==> src/rtl/imu_pkg.sv <==
// Package: register selects shared by the interrupt mask unit and its checker.
// Assumes a 3-bit word select on the register port.
package imu_pkg;
    localparam int SEL_W = 3;

    typedef enum logic [SEL_W-1:0] {
        SEL_ARM    = 3'd0,
        SEL_DISARM = 3'd1,
        SEL_MASK   = 3'd2,
        SEL_STAT   = 3'd3,
        SEL_LIVE   = 3'd4
    } reg_sel_e;
endpackage

==> src/rtl/imu_mask_bank.sv <==
// Mask bank: one flop per valid bit, updated from set and clear vectors.
// Assumes set and clear come already decoded. A clear beats a set of the same bit.
module imu_mask_bank #(
    parameter int VALID_W = 13
) (
    input  logic               clk,
    input  logic               rst_n,
    input  logic [VALID_W-1:0] set_vec,
    input  logic [VALID_W-1:0] clr_vec,
    output logic [VALID_W-1:0] mask_q
);
    for (genvar b = 0; b < VALID_W; b++) begin : g_bit
        // Hold, set or clear one mask bit.
        always_ff @(posedge clk) begin
            if (!rst_n)
                mask_q[b] <= 1'b0;
            else if (clr_vec[b])
                mask_q[b] <= 1'b0;
            else if (set_vec[b])
                mask_q[b] <= 1'b1;
        end
    end
endmodule

==> src/rtl/imu_status_bank.sv <==
// Status bank: sticky bits set by event pulses and cleared by a write of one.
// Assumes events are pulses on bits below NUM_SRC. Higher valid bits are tied to 0.
module imu_status_bank #(
    parameter int VALID_W = 13,
    parameter int NUM_SRC = 9
) (
    input  logic               clk,
    input  logic               rst_n,
    input  logic [NUM_SRC-1:0] evt,
    input  logic [VALID_W-1:0] clr_vec,
    output logic [VALID_W-1:0] stat_q
);
    for (genvar b = 0; b < VALID_W; b++) begin : g_bit
        if (b < NUM_SRC) begin : g_src
            // An event wins over a clear in the same cycle.
            always_ff @(posedge clk) begin
                if (!rst_n)
                    stat_q[b] <= 1'b0;
                else if (evt[b])
                    stat_q[b] <= 1'b1;
                else if (clr_vec[b])
                    stat_q[b] <= 1'b0;
            end
        end else begin : g_nosrc
            assign stat_q[b] = 1'b0;
        end
    end
endmodule

==> src/rtl/imu_irq_gen.sv <==
// Interrupt generator: registers the OR of the status bits that are also set in the mask.
// Assumes status and mask share the same bit layout.
module imu_irq_gen #(
    parameter int VALID_W = 13
) (
    input  logic               clk,
    input  logic               rst_n,
    input  logic [VALID_W-1:0] stat_q,
    input  logic [VALID_W-1:0] mask_q,
    output logic               irq_o
);
    // Register the masked reduction.
    always_ff @(posedge clk) begin
        if (!rst_n)
            irq_o <= 1'b0;
        else
            irq_o <= |(stat_q & mask_q);
    end
endmodule

==> src/rtl/imu_read_mux.sv <==
// Read mux: selects the register view for the current word select, zero-extended.
// Assumes DATA_W > VALID_W >= NUM_SRC. The arm, disarm and unused selects read as 0.
module imu_read_mux
    import imu_pkg::*;
#(
    parameter int DATA_W  = 32,
    parameter int VALID_W = 13,
    parameter int NUM_SRC = 9
) (
    input  logic [SEL_W-1:0]   sel,
    input  logic [VALID_W-1:0] mask_q,
    input  logic [VALID_W-1:0] stat_q,
    input  logic [NUM_SRC-1:0] live,
    output logic [DATA_W-1:0]  rdata
);
    localparam int PAD_V = DATA_W - VALID_W;
    localparam int PAD_S = DATA_W - NUM_SRC;

    // Choose the view that matches the select.
    always_comb begin
        rdata = '0;
        case (reg_sel_e'(sel))
            SEL_MASK: rdata = {{PAD_V{1'b0}}, mask_q};
            SEL_STAT: rdata = {{PAD_V{1'b0}}, stat_q};
            SEL_LIVE: rdata = {{PAD_S{1'b0}}, live};
            default:  rdata = '0;
        endcase
    end
endmodule

==> src/rtl/irq_mask_unit.sv <==
// Interrupt mask and status unit: decodes register writes into mask set/clear and
// status clear vectors, and holds the sticky status and the registered interrupt.
// Assumes one register write per cycle and single-cycle event pulses.
module irq_mask_unit
    import imu_pkg::*;
#(
    parameter int DATA_W  = 32,
    parameter int VALID_W = 13,
    parameter int NUM_SRC = 9
) (
    input  logic               clk,
    input  logic               rst_n,
    input  logic               wr_en,
    input  logic [SEL_W-1:0]   sel,
    input  logic [DATA_W-1:0]  wdata,
    output logic [DATA_W-1:0]  rdata,
    input  logic [NUM_SRC-1:0] evt_i,
    input  logic [NUM_SRC-1:0] live_i,
    output logic               irq_o
);
    logic [VALID_W-1:0] mask_q;
    logic [VALID_W-1:0] stat_q;
    logic [VALID_W-1:0] arm_vec;
    logic [VALID_W-1:0] disarm_vec;
    logic [VALID_W-1:0] ack_vec;
    logic               unused_hi;

    assign unused_hi = ^wdata[DATA_W-1:VALID_W];

    // Decode the write strobe into per-register bit vectors.
    always_comb begin
        arm_vec    = '0;
        disarm_vec = '0;
        ack_vec    = '0;
        if (wr_en) begin
            case (reg_sel_e'(sel))
                SEL_ARM:    arm_vec    = wdata[VALID_W-1:0];
                SEL_DISARM: disarm_vec = wdata[VALID_W-1:0];
                SEL_STAT:   ack_vec    = wdata[VALID_W-1:0];
                default:    ;
            endcase
        end
    end

    imu_mask_bank #(.VALID_W(VALID_W)) u_mask (
        .clk     (clk),
        .rst_n   (rst_n),
        .set_vec (arm_vec),
        .clr_vec (disarm_vec),
        .mask_q  (mask_q)
    );

    imu_status_bank #(.VALID_W(VALID_W), .NUM_SRC(NUM_SRC)) u_stat (
        .clk     (clk),
        .rst_n   (rst_n),
        .evt     (evt_i),
        .clr_vec (ack_vec),
        .stat_q  (stat_q)
    );

    imu_irq_gen #(.VALID_W(VALID_W)) u_irq (
        .clk    (clk),
        .rst_n  (rst_n),
        .stat_q (stat_q),
        .mask_q (mask_q),
        .irq_o  (irq_o)
    );

    imu_read_mux #(.DATA_W(DATA_W), .VALID_W(VALID_W), .NUM_SRC(NUM_SRC)) u_rd (
        .sel    (sel),
        .mask_q (mask_q),
        .stat_q (stat_q),
        .live   (live_i),
        .rdata  (rdata)
    );
endmodule

==> config.mk <==
export PLATFORM = sky130hd
export DESIGN_NAME = irq_mask_unit
export DESIGN_NICKNAME = d
export VERILOG_FILES = /design/src/rtl/imu_pkg.sv /design/src/rtl/imu_mask_bank.sv /design/src/rtl/imu_status_bank.sv /design/src/rtl/imu_irq_gen.sv /design/src/rtl/imu_read_mux.sv /design/src/rtl/irq_mask_unit.sv
export SDC_FILE = /design/constraint.sdc
export NUM_CORES = 1
export LEC_CHECK = 0
export BUFFER_PORTS_ARGS = -buffer_cell sky130_fd_sc_hd__buf_2
export CORE_MARGIN = 2
export CORE_UTILIZATION = 38
export CTS_BUF_LIST = sky130_fd_sc_hd__clkbuf_8
export DETAILED_ROUTE_END_ITERATION = 6
export MAX_ROUTING_LAYER = met4
export PLACE_DENSITY = 0.78
export SYNTH_ARGS = -nofsm -noshare
export SYNTH_HDL_FRONTEND = slang
export SYNTH_SLANG_ARGS = --single-unit
==> constraint.sdc <==
create_clock -name clk -period 0.97 [get_ports clk]
set_clock_uncertainty 0.1 [all_clocks]
set_input_delay 0.0485 -clock clk [delete_from_list [all_inputs] [get_ports clk]]
set_output_delay 0.0485 -clock clk [all_outputs]
set_load 0.03 [all_outputs]
==> out/metrics.yaml <==
status: "finished with violations"
violations: "negative setup slack"
grt_usage: 0.195
cts_sinks: 23
viasPerCell: 4.89
fmax_mhz: 809
syn_inst: 173
fp.dieH_um: 62.3
gp_congestion: 0.854
die_x_um: 62.3
yosysWarnings: 0
power.share.clock: 0.267
antenna_found_initial: 0
crit_chain: "buf_6 > mux2i_1 > o21ai_1 > buf_4"
hold_depth: 4
p_leak_nw: 1.00
drv_cap: 0
clk_pin_slew_ns: 0.09
drtAntennaViolNets: 0
finalSetupTns_ns: -2.06
cts_tree: "yes"
ctsLongestPathBuffers: 2
finalMaxSlewViolations: 0
ir_drop_v: 0.000583
synth_top_area_frac: 0.356
design_area_sq_um: 2120
num_antenna_cells: 0
vias: 1531
grt_pass1_vias: 1481
grt_max_degree: 27
ys_ff_latch: 23
initial_core_util: 0.390
p_sw_mw: 0.697
cts_buffers: 3
ys_types: 24
routed_wl_um: 3820
worstSetupPathType: "flop to output port"
pre_cts_ws_ns: -0.163
finalNetCount: 324
share_comb_of_total_power: 0.282
p_seq_frac: 0.451
die-area_sq_um: 3880
dpl.hpwl_um: 2500
intPower_mw: 1.56
critPathArrivalTime_ns: 1.09
netSwitchingFraction: 0.309
timing.final.ws_setup_ns: -0.266
min_to: "u_stat.stat_q[7]"
boundaryPins: 89
synthTopCellsByArea: "dfxtp_1 36%, buf_4 11%, o21ai_0 8.1%, mux2i_1 7.0%, a31oi_1 6.8%"
num_rows: 21
areaGrowthSynthToFinish_pct: 64.2
finalHoldViolCount: 0
cp_slowest_stage_delay_ns: 0.33
grt_pass1_wl_um: 6130
grt_setup_unrepaired: "true"
core_sq_um: 3310
holdWs_ns: 0.0665
rr_worst_depth: 3
yosys.area.top_type: "dfxtp_1"
first_pass_iters: 5
cp-end-kind: "output port"
grt_overflow: 0
insertion_delay_ns: 0.26
critPathLaunchType: "flop"
fin_crit_ns: 1.24
placed_area_sq_um: 1630
r2r-start: "u_stat.stat_q[0]"
ff2ff_setup_slack_ns: -0.17
drc_errors: 0
drtIter0Drc: 46
critPathRequiredTime_ns: 0.82
final_util: 0.641
drive_above_1_share: 0.446
io_buffer_count: 50
finalCritPeriodShare: 1.27
wire_per_inst_um: 12.2
cp_max_fo: 2
worstHoldStart: "rst_n"
avgSynthCellArea_sq_um: 7.47
htree_levels: 1
pwr_density_cell_nw_per_um2: 1060
r2r_end: "u_irq.irq_o"
critPathSlowestCell: "dfxtp_2"
cts_root_buf: "clkbuf_8"
setup_viol: 14
hold_path.class: "input port to flop"
syn_area_sq_um: 1290
seq_area_frac_synth: 0.356
## flip-flops by register name, summed over array words and instances, names as in the netlist
register and flops:
u_irq.irq_o 1, u_mask.mask_q 13, u_stat.stat_q 9
## cell usage in the layout, fill, tap and decap left out, types with 3 or more instances in the layout
master and n:
a21oi_1 8, a31oi_1 13, and2_4 4, buf_2 38, buf_4 29, buf_6 9, clkbuf_8 3, conb_1 19
dfxtp_1 3, dfxtp_2 20, dlygate4sd3_1 22, inv_1 9, mux2i_1 8, nand2_1 21, nor2_1 13, o21ai_0 5
o21ai_1 21, o21ai_2 5
## critical path, delay by kind of cell, from the launching register on
| family | cells | cell delay (ns) |
|---|---|---|
| DFF | 1 | 0.33 |
| AOI/OAI and AO/OA | 1 | 0.09 |
| buffers and inverters | 2 | 0.28 |
| muxes | 1 | 0.13 |
## stage by stage
| stage | total power [mW] | cells |
|---|---|---|
| floorplan | 1.40 | 191 |
| global placement | 1.52 | 275 |
| detailed placement | 1.52 | 275 |
| CTS | 2.23 | 311 |
| global route | 2.34 | 313 |
| finish | 2.25 | 313 |
## cells in the mapped netlist
| cell type | n |
|---|---|
| dfxtp_1 | 23 |
| nand2_1 | 22 |
| o21ai_0 | 21 |
| buf_4 | 19 |
| a31oi_1 | 14 |
| nor2_1 | 14 |
| o21ai_1 | 10 |
| a21oi_1 | 9 |
| inv_1 | 9 |
| mux2i_1 | 9 |
| and2_1 | 4 |
| buf_2 | 4 |
| clkbuf_1 | 4 |
| a221oi_1 | 1 |
| a222oi_1 | 1 |
| a22o_1 | 1 |
| a22oi_1 | 1 |
| clkinv_1 | 1 |
| conb_1 | 1 |
| nand2b_1 | 1 |
| nand3b_1 | 1 |
| nor3_1 | 1 |
| nor3b_2 | 1 |
| or3b_1 | 1 |
## layout make-up
cell class                      count  area (sq um)
Multi-Input combinational cell    131           746
Clock buffer                        3          41.3
Tap cell                           46          57.6
Timing Repair Buffer               99           749
Sequential cell                    23           485
Inverter                           10          37.5
Fill cell                         295          1190
Clock inverter                      1          5.00
## power by group through the flow
stage | registers, mW | logic [mW] | clock network (mW)
after CTS | 1.01 | 0.607 | 0.611
final | 1.02 | 0.635 | 0.602
after global routing | 1.02 | 0.685 | 0.635
after global placement | 1.03 | 0.483 | 0
after detailed placement | 1.03 | 0.489 | 0
after floorplan | 1.03 | 0.368 | 0
## worst max path at each step
stage / startpoint / endpoint / slack (ns) / cells past startpoint
finish: u_mask.mask_q[1] / rdata[1] / -0.27 / 4
global route: u_mask.mask_q[0] / rdata[0] / -0.31 / 4
CTS: u_mask.mask_q[1] / rdata[1] / -0.27 / 4
detailed placement: sel[0] / u_mask.mask_q[10] / -0.16 / 6
global placement: sel[0] / u_mask.mask_q[10] / -0.14 / 6
floorplan: u_mask.mask_q[2] / rdata[2] / -0.05 / 2
## cell families (layout without fill, tap and decap cells)
family,after synthesis,count (layout),synth area share
compound gates,58,58,0.250
buf+inv,37,113,0.167
flops,23,23,0.356
mux,9,9,0.0697
other cells,1,19,0.00290
simple gates,45,45,0.155
## metal layers
metal	wire, um	vias to the layer above	global-route usage
li1	-	746	-
met1	1580	711	0.232
met2	1950	66	0.344
met3	241	8	0.0290
met4	57	0	0.0556
met5	0	-	-
## timing repair
item,CTS,global route
setup endpoints to repair,14,23
hold buffers,22,0
gates resized for setup,46,18
pin swaps,3,6
buffers inserted,10,1
cloned,0,1
endpoints found under the hold margin,22,0
(Power assumes the default switching activity.)
